`config.mk`:
```
export PLATFORM = sky130hd
export DESIGN_NAME = pgwr_seq
export DESIGN_NICKNAME = d
export VERILOG_FILES = /design/src/rtl/pgwr_pkg.sv /design/src/rtl/pgwr_window.sv /design/src/rtl/pgwr_buf.sv /design/src/rtl/pgwr_prog.sv /design/src/rtl/pgwr_seq.sv
export SDC_FILE = /design/constraint.sdc
export NUM_CORES = 1
export LEC_CHECK = 0
export BUFFER_PORTS_ARGS = -buffer_cell sky130_fd_sc_hd__buf_2
export CORE_UTILIZATION = 36
export CTS_CLUSTER_DIAMETER = 100
export DETAILED_ROUTE_END_ITERATION = 10
export GPL_TIMING_DRIVEN = 0
export PLACE_DENSITY = 0.59
export SYNTH_ARGS = -nofsm -noshare
export SYNTH_HDL_FRONTEND = slang
export SYNTH_SLANG_ARGS = --single-unit
```
`constraint.sdc`:
```
create_clock -name clk -period 3.5 [get_ports clk]
set_clock_uncertainty 0.2 [all_clocks]
set_input_delay 0 -clock clk [delete_from_list [all_inputs] [get_ports clk]]
set_output_delay 0 -clock clk [all_outputs]
set_load 0.02 [all_outputs]
```
`src/rtl/pgwr_pkg.sv`:
```
package pgwr_pkg;
  typedef enum logic [1:0] {
    PH_IDLE = 2'd0,
    PH_LOAD = 2'd1,
    PH_PROG = 2'd2
  } pg_phase_e;
endpackage

```
`src/rtl/pgwr_window.sv`:
```
module pgwr_window #(
  parameter int WIN_US = 100
) (
  input  logic clk,
  input  logic rst_n,
  input  logic run,
  input  logic restart,
  input  logic tick,
  output logic expire
);
  localparam int WC_W = $clog2(WIN_US + 1);

  logic [WC_W-1:0] cnt_q, cnt_d;

  assign expire = run & ~restart & tick & (cnt_q == WC_W'(WIN_US - 1));

  always_comb begin
    cnt_d = cnt_q;
    if (restart)
      cnt_d = '0;
    else if (run && tick)
      cnt_d = cnt_q + 1'b1;
  end

  always_ff @(posedge clk or negedge rst_n) begin
    if (!rst_n)
      cnt_q <= '0;
    else
      cnt_q <= cnt_d;
  end


  win_restart_chk: assert property (@(posedge clk) disable iff (!rst_n)
    restart |=> (cnt_q == '0));


  win_hold_chk: assert property (@(posedge clk) disable iff (!rst_n)
    (run && !restart && !tick) |=> $stable(cnt_q));
endmodule

```
`src/rtl/pgwr_buf.sv`:
```
module pgwr_buf #(
  parameter int OFF_W  = 7,
  parameter int DATA_W = 8
) (
  input  logic              clk,
  input  logic              rst_n,
  input  logic              wr_en,
  input  logic [OFF_W-1:0]  wr_off,
  input  logic [DATA_W-1:0] wr_data,
  input  logic              clr,
  input  logic [OFF_W-1:0]  rd_off,
  output logic [DATA_W-1:0] rd_data,
  output logic              rd_vld
);
  localparam int SLOTS = 1 << OFF_W;

  logic [DATA_W-1:0] slot_q [SLOTS];
  logic [SLOTS-1:0]  vld_q, vld_d;

  always_comb begin
    vld_d = vld_q;
    if (clr)
      vld_d = '0;
    else if (wr_en)
      vld_d[wr_off] = 1'b1;
  end

  always_ff @(posedge clk or negedge rst_n) begin
    if (!rst_n)
      vld_q <= '0;
    else
      vld_q <= vld_d;
  end

  always_ff @(posedge clk) begin
    if (wr_en)
      slot_q[wr_off] <= wr_data;
  end

  assign rd_data = slot_q[rd_off];
  assign rd_vld  = vld_q[rd_off];


  clr_excl_chk: assert property (@(posedge clk) disable iff (!rst_n)
    clr |-> !wr_en);


  wr_mark_chk: assert property (@(posedge clk) disable iff (!rst_n)
    (wr_en && !clr) |=> vld_q[$past(wr_off)]);
endmodule

```
`src/rtl/pgwr_prog.sv`:
```
module pgwr_prog #(
  parameter int OFF_W   = 7,
  parameter int PROG_US = 5000
) (
  input  logic             clk,
  input  logic             rst_n,
  input  logic             start,
  input  logic             active,
  input  logic             tick,
  output logic [OFF_W-1:0] ptr,
  output logic             scan_done,
  output logic             finish
);
  localparam int PT_W = $clog2(PROG_US + 1);
  localparam logic [OFF_W-1:0] LAST = {OFF_W{1'b1}};

  logic [OFF_W-1:0] ptr_q, ptr_d;
  logic             sd_q, sd_d;
  logic [PT_W-1:0]  pcnt_q, pcnt_d;
  logic             time_up;

  assign time_up   = (pcnt_q == PT_W'(PROG_US));
  assign finish    = active & sd_q & time_up;
  assign ptr       = ptr_q;
  assign scan_done = sd_q;

  always_comb begin
    ptr_d  = ptr_q;
    sd_d   = sd_q;
    pcnt_d = pcnt_q;
    if (start || finish) begin
      ptr_d  = '0;
      sd_d   = 1'b0;
      pcnt_d = '0;
    end else if (active) begin
      if (!sd_q) begin
        if (ptr_q == LAST)
          sd_d = 1'b1;
        else
          ptr_d = ptr_q + 1'b1;
      end
      if (tick && !time_up)
        pcnt_d = pcnt_q + 1'b1;
    end
  end

  always_ff @(posedge clk or negedge rst_n) begin
    if (!rst_n) begin
      ptr_q  <= '0;
      sd_q   <= 1'b0;
      pcnt_q <= '0;
    end else begin
      ptr_q  <= ptr_d;
      sd_q   <= sd_d;
      pcnt_q <= pcnt_d;
    end
  end


  scan_step_chk: assert property (@(posedge clk) disable iff (!rst_n)
    (active && !sd_q && !finish && (ptr_q != LAST)) |=> (ptr_q == $past(ptr_q) + 1'b1));


  scan_end_chk: assert property (@(posedge clk) disable iff (!rst_n)
    (active && !sd_q && (ptr_q == LAST)) |=> sd_q);
endmodule

```
`src/rtl/pgwr_seq.sv`:
```
module pgwr_seq
  import pgwr_pkg::*;
#(
  parameter int ADDR_W  = 16,
  parameter int DATA_W  = 8,
  parameter int OFF_W   = 7,
  parameter int WIN_US  = 100,
  parameter int PROG_US = 5000,
  parameter int REJ_W   = 8
) (
  input  logic              clk,
  input  logic              rst_n,
  input  logic              us_tick,
  input  logic              ld_stb,
  input  logic [ADDR_W-1:0] ld_addr,
  input  logic [DATA_W-1:0] ld_data,
  output logic              mem_we,
  output logic [ADDR_W-1:0] mem_addr,
  output logic [DATA_W-1:0] mem_wdata,
  output logic              busy,
  output logic              page_viol,
  output logic [REJ_W-1:0]  rej_cnt
);
  localparam int PAGE_W = ADDR_W - OFF_W;

  pg_phase_e         phase_q, phase_d;
  logic [PAGE_W-1:0] page_q, page_d;
  logic              viol_q, viol_d;
  logic [REJ_W-1:0]  rej_q, rej_d;

  logic [PAGE_W-1:0] ld_page;
  logic [OFF_W-1:0]  ld_off;
  logic              take, first, same_pg, accept, mism;
  logic              expire, finish, sdone, slot_vld;
  logic [OFF_W-1:0]  ptr;
  logic [DATA_W-1:0] slot_data;

  assign ld_page = ld_addr[ADDR_W-1:OFF_W];
  assign ld_off  = ld_addr[OFF_W-1:0];
  assign busy    = (phase_q == PH_PROG);
  assign take    = ld_stb & ~busy;
  assign first   = take & (phase_q == PH_IDLE);
  assign same_pg = (ld_page == page_q);
  assign accept  = first | (take & (phase_q == PH_LOAD) & same_pg);
  assign mism    = take & (phase_q == PH_LOAD) & ~same_pg;

  pgwr_window #(.WIN_US(WIN_US)) u_win (
    .clk     (clk),
    .rst_n   (rst_n),
    .run     (phase_q == PH_LOAD),
    .restart (accept),
    .tick    (us_tick),
    .expire  (expire)
  );

  pgwr_buf #(.OFF_W(OFF_W), .DATA_W(DATA_W)) u_buf (
    .clk     (clk),
    .rst_n   (rst_n),
    .wr_en   (accept),
    .wr_off  (ld_off),
    .wr_data (ld_data),
    .clr     (finish),
    .rd_off  (ptr),
    .rd_data (slot_data),
    .rd_vld  (slot_vld)
  );

  pgwr_prog #(.OFF_W(OFF_W), .PROG_US(PROG_US)) u_prog (
    .clk       (clk),
    .rst_n     (rst_n),
    .start     (expire),
    .active    (busy),
    .tick      (us_tick),
    .ptr       (ptr),
    .scan_done (sdone),
    .finish    (finish)
  );

  always_comb begin
    phase_d = phase_q;
    unique case (phase_q)
      PH_IDLE: if (first)  phase_d = PH_LOAD;
      PH_LOAD: if (expire) phase_d = PH_PROG;
      PH_PROG: if (finish) phase_d = PH_IDLE;
      default: phase_d = PH_IDLE;
    endcase
  end

  always_comb begin
    page_d = first ? ld_page : page_q;
    viol_d = viol_q;
    if (first)
      viol_d = 1'b0;
    else if (mism)
      viol_d = 1'b1;
    rej_d = rej_q;
    if (ld_stb && busy && !(&rej_q))
      rej_d = rej_q + 1'b1;
  end

  always_ff @(posedge clk or negedge rst_n) begin
    if (!rst_n) begin
      phase_q <= PH_IDLE;
      page_q  <= '0;
      viol_q  <= 1'b0;
      rej_q   <= '0;
    end else begin
      phase_q <= phase_d;
      page_q  <= page_d;
      viol_q  <= viol_d;
      rej_q   <= rej_d;
    end
  end

  assign mem_we    = busy & ~sdone & slot_vld;
  assign mem_addr  = {page_q, ptr};
  assign mem_wdata = slot_data;
  assign page_viol = viol_q;
  assign rej_cnt   = rej_q;


  busy_rise_chk: assert property (@(posedge clk) disable iff (!rst_n)
    $rose(busy) |-> ($past(phase_q) == PH_LOAD));


  we_in_prog_chk: assert property (@(posedge clk) disable iff (!rst_n)
    mem_we |-> busy);


  viol_set_chk: assert property (@(posedge clk) disable iff (!rst_n)
    mism |=> (page_viol && (page_q == $past(page_q))));


  busy_fall_chk: assert property (@(posedge clk) disable iff (!rst_n)
    $fell(busy) |-> $past(sdone));


  rej_inc_chk: assert property (@(posedge clk) disable iff (!rst_n)
    (busy && ld_stb && !(&rej_cnt)) |=> (rej_cnt == $past(rej_cnt) + 1'b1));
endmodule

```
==> results of run 1 <==
-- worst max-delay path, cell delays in order (launching register included) --
cell and delay, ns:
dfrtp_1 0.38, buf_6 0.14, buf_12 0.17, buf_16 0.18, mux4_2 0.58, mux4_2 0.48
o211ai_1 0.41, nand4_1 0.45, buf_4 0.31
-- metal layers --
layer | wire (um) | GRT usage
met2 | 71900 | 0.354
met1 | 61300 | 0.313
met3 | 15900 | 0.0497
met5 | 79 | 0
met4 | 7090 | 0.103
-- kinds of logic (layout without fill, tap and decap cells) --
logic type,Yosys count,after routing
multiplexers,425,425
XOR/XNOR,23,23
AND/OR/NAND/NOR,330,330
AO/OA/AOI/OAI,382,382
flip-flops,1200,1200
adder cells (fa/ha/maj),5,5
buffers and inverters,151,661
other,0,1
-- power by group through the flow --
stage	combinational, mW	sequential, mW	clock [mW]
floorplan	2.84	16.3	0
CTS	6.31	16.0	13.0
global route	7.08	16.0	13.5
finish	6.92	16.0	12.9
global placement	5.11	16.2	0
detailed placement	5.21	16.3	0
-- placed cells by master (no fill, tap or decap), drive strengths merged, types with 29 or more instances in the layout --
| cell type | count |
|---|---|
| mux4 | 235 |
| buf | 327 |
| o21a | 122 |
| nor2 | 155 |
| a21oi | 55 |
| nand3 | 36 |
| mux2i | 173 |
| dlygate4sd3 | 42 |
| o21ai | 49 |
| nand2 | 48 |
| o221ai | 29 |
| edfxtp | 1024 |
| dfrtp | 176 |
| clkbuf | 207 |
| clkinv | 46 |
-- worst max path at each step --
stage	startpoint	end	slack (ns)	depth (start not counted)
2_1_floorplan	page_q[3]$_DFFE_PN0P_	u_buf.slot_q[72][0]$_DFFE_PP_	0.31	5
3_3_place_gp	u_prog.ptr[1]$_DFFE_PN0P_	mem_wdata[5]	-1.52	10
3_5_place_dp	u_prog.ptr[1]$_DFFE_PN0P_	mem_wdata[4]	-1.54	10
4_1_cts	u_prog.ptr[0]$_DFFE_PN0P_	mem_wdata[3]	-0.50	8
5_1_grt	u_prog.ptr[0]$_DFFE_PN0P_	mem_wdata[6]	-0.55	8
6_report	u_prog.ptr[0]$_DFFE_PN0P_	mem_wdata[6]	-0.54	8
-- area by class of cell --
type	instances	area share
diodes	1	0.0000427
plain buffers	142	0.0303
clock buffers	144	0.0540
clock inverters	77	0.0131
inverters	8	0.000512
multi-input cells	1165	0.221
flip-flops and latches	1200	0.600
well taps	1755	0.0375
repair buffers	290	0.0443
-- per-stage QoR --
stage / setup TNS [ns] / hold WS, ns / instances
finish: -4.01 / 0.0726 / 4782
global route: -4.26 / 0.112 / 4782
CTS: -14.33 / 0.0614 / 4720
detailed placement: -611.98 / -0.162 / 4340
global placement: -665.45 / 0.0601 / 4330
floorplan: 0 / -0.496 / 2516
-- registers in the layout (all words and copies together) (netlist names) --
| signal | cells |
|---|---|
| rej_cnt | 8 |
| u_prog.scan_done | 1 |
| u_prog.pcnt_q | 13 |
| page_viol | 1 |
| u_buf.slot_q | 1024 |
| u_prog.ptr | 7 |
| u_win.cnt_q | 7 |
| page_q | 9 |
| u_buf.vld_q | 128 |
| phase_q | 2 |
-- timing repair --
action,4_1_cts,5_1_grt
resized for setup,447,134
buffers inserted,117,60
hold endpoints to repair,1523,0
cloned,0,2
pin swaps,81,35
hold buffers,43,0
endpoints found under the setup margin,1055,469
==> flow_summary.json, run 1 <==
{
  "drive_gt1_frac": 0.326,
  "pre_cts_slack_ns": -1.54,
  "cap_violations": 0,
  "fin_crit_sh": 1.16,
  "synth_warnings": 0,
  "hold_viol": 0,
  "cts.sinks": 1200,
  "cts_buffer_depth": 3,
  "synth_top_area_cell": "edfxtp_1",
  "grt_pass1_wl_mm": 214,
  "min_from": "ld_data[2]",
  "relSlewSlack": 0.112,
  "r2r_slack_ns": 0.02,
  "holdPathEnd": "u_buf.slot_q[39][2]$_DFFE_PP_",
  "r2r_end": "u_buf.slot_q[124][5]$_DFFE_PP_",
  "placedInstanceArea_um2": 50400,
  "fp.dieW_um": 366,
  "worstHoldPathType": "in -> reg",
  "r2r_start": "phase_q[1]$_DFFE_PN0P_",
  "ys.flop_type": "edfxtp_1",
  "synth_edf_count": 1024,
  "syn_nets": 2549,
  "cts.clk_slew.worst_paths_ns": 0.06,
  "design_area_um2": 58600,
  "yosysMostFrequentCell": "edfxtp_1",
  "synthArstFlopShare": 0.147,
  "tightest_slew_ns": 1.33,
  "clkPwrFrac": 0.360,
  "grt_max_degree": 96,
  "io_buffer_count": 59,
  "sw_frac_of_total": 0.266,
  "synth.area.top_cells": "edfxtp_1, mux4_2, dfrtp_1",
  "initial_core_util": 0.362,
  "syn_area_per_cell_um2": 18.9,
  "status": "complete, but fails checks",
  "clock_latency_ns": 0.74,
  "synth-xor-area-share": 0.00423,
  "cts_made_buffers": 116,
  "grtUsageTotal": 0.230,
  "regArea_um2": 35200,
  "power_per_cell_area_nw_per_um2": 610,
  "synth-simple-area-share": 0.0330,
  "critPathCaptureType": "output port",
  "root_buffer": "clkbuf_16",
  "comb_power_share": 0.193,
  "power.leakage_nw": 19.6,
  "synth_compound_area_frac": 0.0557,
  "synth_top_area_share": 0.645,
  "drt.antenna.violating_nets": 0,
  "cts_tree": "built",
  "path_class": "reg -> out",
  "synthMuxAreaShare": 0.151,
  "pwr-share-seq": 0.446,
  "cp_data_arrival_time_ns": 3.84,
  "wl_mm": 156,
  "synth_top_family_by_area": "multiplexers",
  "drcViolationCount": 0,
  "cp-start-kind": "flop",
  "htree_num_levels": 3,
  "gp_congestion": 1.01,
  "die_h_um": 366,
  "hpwl_mm": 102,
  "syn_inst": 2516,
  "wire_per_inst_um": 32.7,
  "critical_path_required_ns": 3.30,
  "p_int_mw": 26.3,
  "rsz0062_at_grt": "true",
  "std_cell_rows": 133,
  "die_area_um2": 134000,
  "synthAdderAreaFrac": 0.00131,
  "multiInputGateArea_um2": 12900,
  "synth_area_um2": 47600,
  "firstDrtPassIters": 6,
  "ios": 63,
  "cp_max_fo": 10,
  "vias": 27800,
  "period_minus_slack_ns": 4.04,
  "setup_violations": 9,
  "grt_overflow": 0,
  "antenna_found_initial": 8,
  "drt_iter0_markers": 4323,
  "p_switching_mw": 9.50,
  "hold_path_depth": 2,
  "fillers": 11200,
  "grt_pass1_vias": 27100,
  "synthTopCellsByCount": "edfxtp_1, mux4_2, dfrtp_1",
  "nets": 2956,
  "detail_route.vias_per_cell": 5.82,
  "syn2layout_area_growth_pct": 23.0,
  "fin_util": 0.446,
  "ys_ff_latch": 1200,
  "fin_ws_ns": -0.544,
  "final_max_slew_viol_count": 0,
  "max_freq_mhz": 247,
  "ys_seq_area_frac": 0.738,
  "ff2ff_path_depth": 4,
  "core_um2": 131000,
  "ir_drop_mv": 0.387,
  "violations": "negative setup slack",
  "synth_cell_types": 60,
  "p_total_mw": 35.8
}
Power figures use the tool's default switching activity.
==> inputs of run 2 (changes only) <==
--- a/config.mk
+++ b/config.mk
@@ -6,11 +6,12 @@
 export NUM_CORES = 1
 export LEC_CHECK = 0
 export BUFFER_PORTS_ARGS = -buffer_cell sky130_fd_sc_hd__buf_2
+export CAP_MARGIN = 20
 export CORE_UTILIZATION = 36
 export CTS_CLUSTER_DIAMETER = 100
 export DETAILED_ROUTE_END_ITERATION = 10
 export GPL_TIMING_DRIVEN = 0
-export PLACE_DENSITY = 0.59
+export PLACE_DENSITY_LB_ADDON = 0.08
 export SYNTH_ARGS = -nofsm -noshare
 export SYNTH_HDL_FRONTEND = slang
 export SYNTH_SLANG_ARGS = --single-unit
==> run 2 against run 1 <==
The run still ends with negative setup slack left. Sequential share of layout area is 0.68 points lower. Global-route usage rose by 2.9 points. Worst hold slack got worse by 0.045 ns. Critical path depth is 2 higher. Design area increased by 1.2%. Via count about the same. Power up 4.0%. Die area is the same. Clock power is 8% higher. Critical path type unchanged. Critical endpoint unchanged. Largest power group unchanged.
==> flow_summary.json, run 2 (synthesized netlist as in run 1, its figures left out) <==
{
  "crit_chain": "buf_12, buf_12, buf_12, buf_16, mux4_2, a21oi_4, o21ai_1, o211ai_1, nand4_1, buf_4",
  "grt_overflow": 0,
  "hold_path_depth": 2,
  "final_max_slew_viol_count": 0,
  "top_register": "u_buf.slot_q",
  "nets": 2929,
  "std_cell_rows": 133,
  "wl_met2_mm": 79.5,
  "comb_power_share": 0.198,
  "max_freq_mhz": 233,
  "cap_violations": 0,
  "grtUsageTotal": 0.259,
  "fin_util": 0.451,
  "ff2ff_path_depth": 6,
  "cts_made_buffers": 137,
  "drcViolationCount": 0,
  "cp_num_buf_inv": 5,
  "r2r_slack_ns": -0.03,
  "drt.antenna.violating_nets": 0,
  "cpMostUsedCell": "buf_12",
  "cts_buffer_depth": 3,
  "rsz0062_at_grt": "true",
  "syn2layout_area_growth_pct": 24.5,
  "mostFrequentLayoutCells": "edfxtp_1, mux4_2, dfrtp_1",
  "die_area_um2": 134000,
  "firstDrtPassIters": 6,
  "grt_pass1_vias": 27600,
  "holdPathEnd": "u_buf.slot_q[19][7]$_DFFE_PP_",
  "ir_drop_mv": 0.502,
  "top_regs": "u_buf.slot_q (1024), u_buf.vld_q (128), u_prog.pcnt_q (13)",
  "worstHoldPathType": "in -> reg",
  "wl_mm": 174,
  "critPathMaxStageDelay_ns": 0.54,
  "ios": 63,
  "power.leakage_nw": 19.6,
  "violations": "negative setup slack",
  "cp_max_fo": 10,
  "critical_path_required_ns": 3.30,
  "detail_route.vias_per_cell": 5.84,
  "wl_met3_mm": 13.9,
  "pwr-share-seq": 0.429,
  "r2r_start": "phase_q[1]$_DFFE_PN0P_",
  "clkPwrFrac": 0.373,
  "crit_family": "buffers and inverters",
  "wire_per_inst_um": 36.5,
  "status": "complete, but fails checks",
  "path_class": "reg -> out",
  "p_switching_mw": 10.2,
  "drive_gt1_frac": 0.335,
  "antenna_found_initial": 10,
  "fp.dieW_um": 366,
  "cp-start-kind": "flop",
  "gp_congestion": 0.939,
  "fin_ws_ns": -0.791,
  "fin_crit_sh": 1.23,
  "power_per_cell_area_nw_per_um2": 627,
  "largest_reg_flops": 1024,
  "relSlewSlack": 0.224,
  "io_buffer_count": 59,
  "slowest_stage": "nand4_1",
  "sw_frac_of_total": 0.275,
  "cts.sinks": 1200,
  "top_layer": "met5",
  "hpwl_mm": 116,
  "route.layer.met1.wl_mm": 74.5,
  "p_int_mw": 27.0,
  "vias": 27900,
  "clock_latency_ns": 0.77,
  "grt_pass1_wl_mm": 235,
  "tightest_slew_ns": 1.16,
  "critPathCaptureType": "output port",
  "period_minus_slack_ns": 4.29,
  "multiInputGateArea_um2": 13300,
  "hold_slack_ns": 0.0280,
  "min_from": "ld_data[7]",
  "cts_tree": "built",
  "pre_cts_slack_ns": -2.41,
  "drt_iter0_markers": 3681,
  "cts.clk_slew.worst_paths_ns": 0.06,
  "fillers": 11300,
  "r2r_end": "u_buf.slot_q[41][4]$_DFFE_PP_",
  "regArea_um2": 35200,
  "cp_data_arrival_time_ns": 4.09,
  "setup_violations": 17,
  "initial_core_util": 0.362,
  "core_um2": 131000,
  "final_common_cell": "edfxtp_1",
  "grt_max_degree": 109,
  "die_h_um": 366,
  "root_buffer": "clkbuf_16",
  "htree_num_levels": 4,
  "hold_viol": 0
}
-- run 2: timing repair --
action / 4_1_cts / 5_1_grt
endpoints found under the hold margin: 1441 / 0
setup endpoints to repair: 1006 / 40
hold buffers: 44 / 0
cloned: 3 / 0
resized for setup: 612 / 60
pin swaps: 34 / 28
setup buffers: 59 / 28
-- run 2: per-stage QoR --
step                total power [mW]  std cells  cell area, um^2  TNS (ns)
floorplan                       19.1       2516            47600         0
global placement                21.7       4330            50100   -882.46
detailed placement              21.8       4372            50800   -564.03
CTS                             37.1       4729            58700     -5.00
global route                    38.1       4767            59300     -5.83
finish                          37.2       4769            59300     -5.89
-- run 2: layer usage --
layer | vias to the layer above | track usage
met2 | 1394 | 0.396
met4 | 8 | 0.0906
met3 | 281 | 0.0525
met1 | 15100 | 0.369
li1 | 11000 | -
met5 | - | 0
-- run 2: worst max-delay path by stage --
stage	startpoint	cells after the start	to
2_1_floorplan	page_q[3]$_DFFE_PN0P_	5	u_buf.slot_q[72][0]$_DFFE_PP_
3_3_place_gp	u_prog.ptr[1]$_DFFE_PN0P_	10	mem_wdata[5]
3_5_place_dp	u_prog.ptr[1]$_DFFE_PN0P_	10	mem_wdata[5]
4_1_cts	u_prog.ptr[0]$_DFFE_PN0P_	8	mem_wdata[6]
5_1_grt	u_prog.ptr[1]$_DFFE_PN0P_	11	mem_wdata[6]
6_report	u_prog.ptr[1]$_DFFE_PN0P_	10	mem_wdata[6]
-- run 2: power groups by stage --
| stage | clock network, mW | registers, mW | logic (mW) |
|---|---|---|---|
| 2_1_floorplan | 0 | 16.3 | 2.84 |
| 3_3_place_gp | 0 | 16.3 | 5.47 |
| 3_5_place_dp | 0 | 16.3 | 5.57 |
| 6_report | 13.9 | 16.0 | 7.37 |
| 4_1_cts | 14.0 | 16.0 | 7.10 |
| 5_1_grt | 14.6 | 16.0 | 7.53 |
-- run 2: cell type report --
| class | count | share of cell area |
|---|---|---|
| Sequential cell | 1200 | 0.593 |
| Timing Repair Buffer | 242 | 0.0421 |
| Buffer | 142 | 0.0296 |
| Antenna cell | 4 | 0.000169 |
| Tap cell | 1755 | 0.0370 |
| Inverter | 8 | 0.000506 |
| Multi-Input combinational cell | 1165 | 0.225 |
| Clock inverter | 69 | 0.00812 |
| Clock buffer | 184 | 0.0646 |
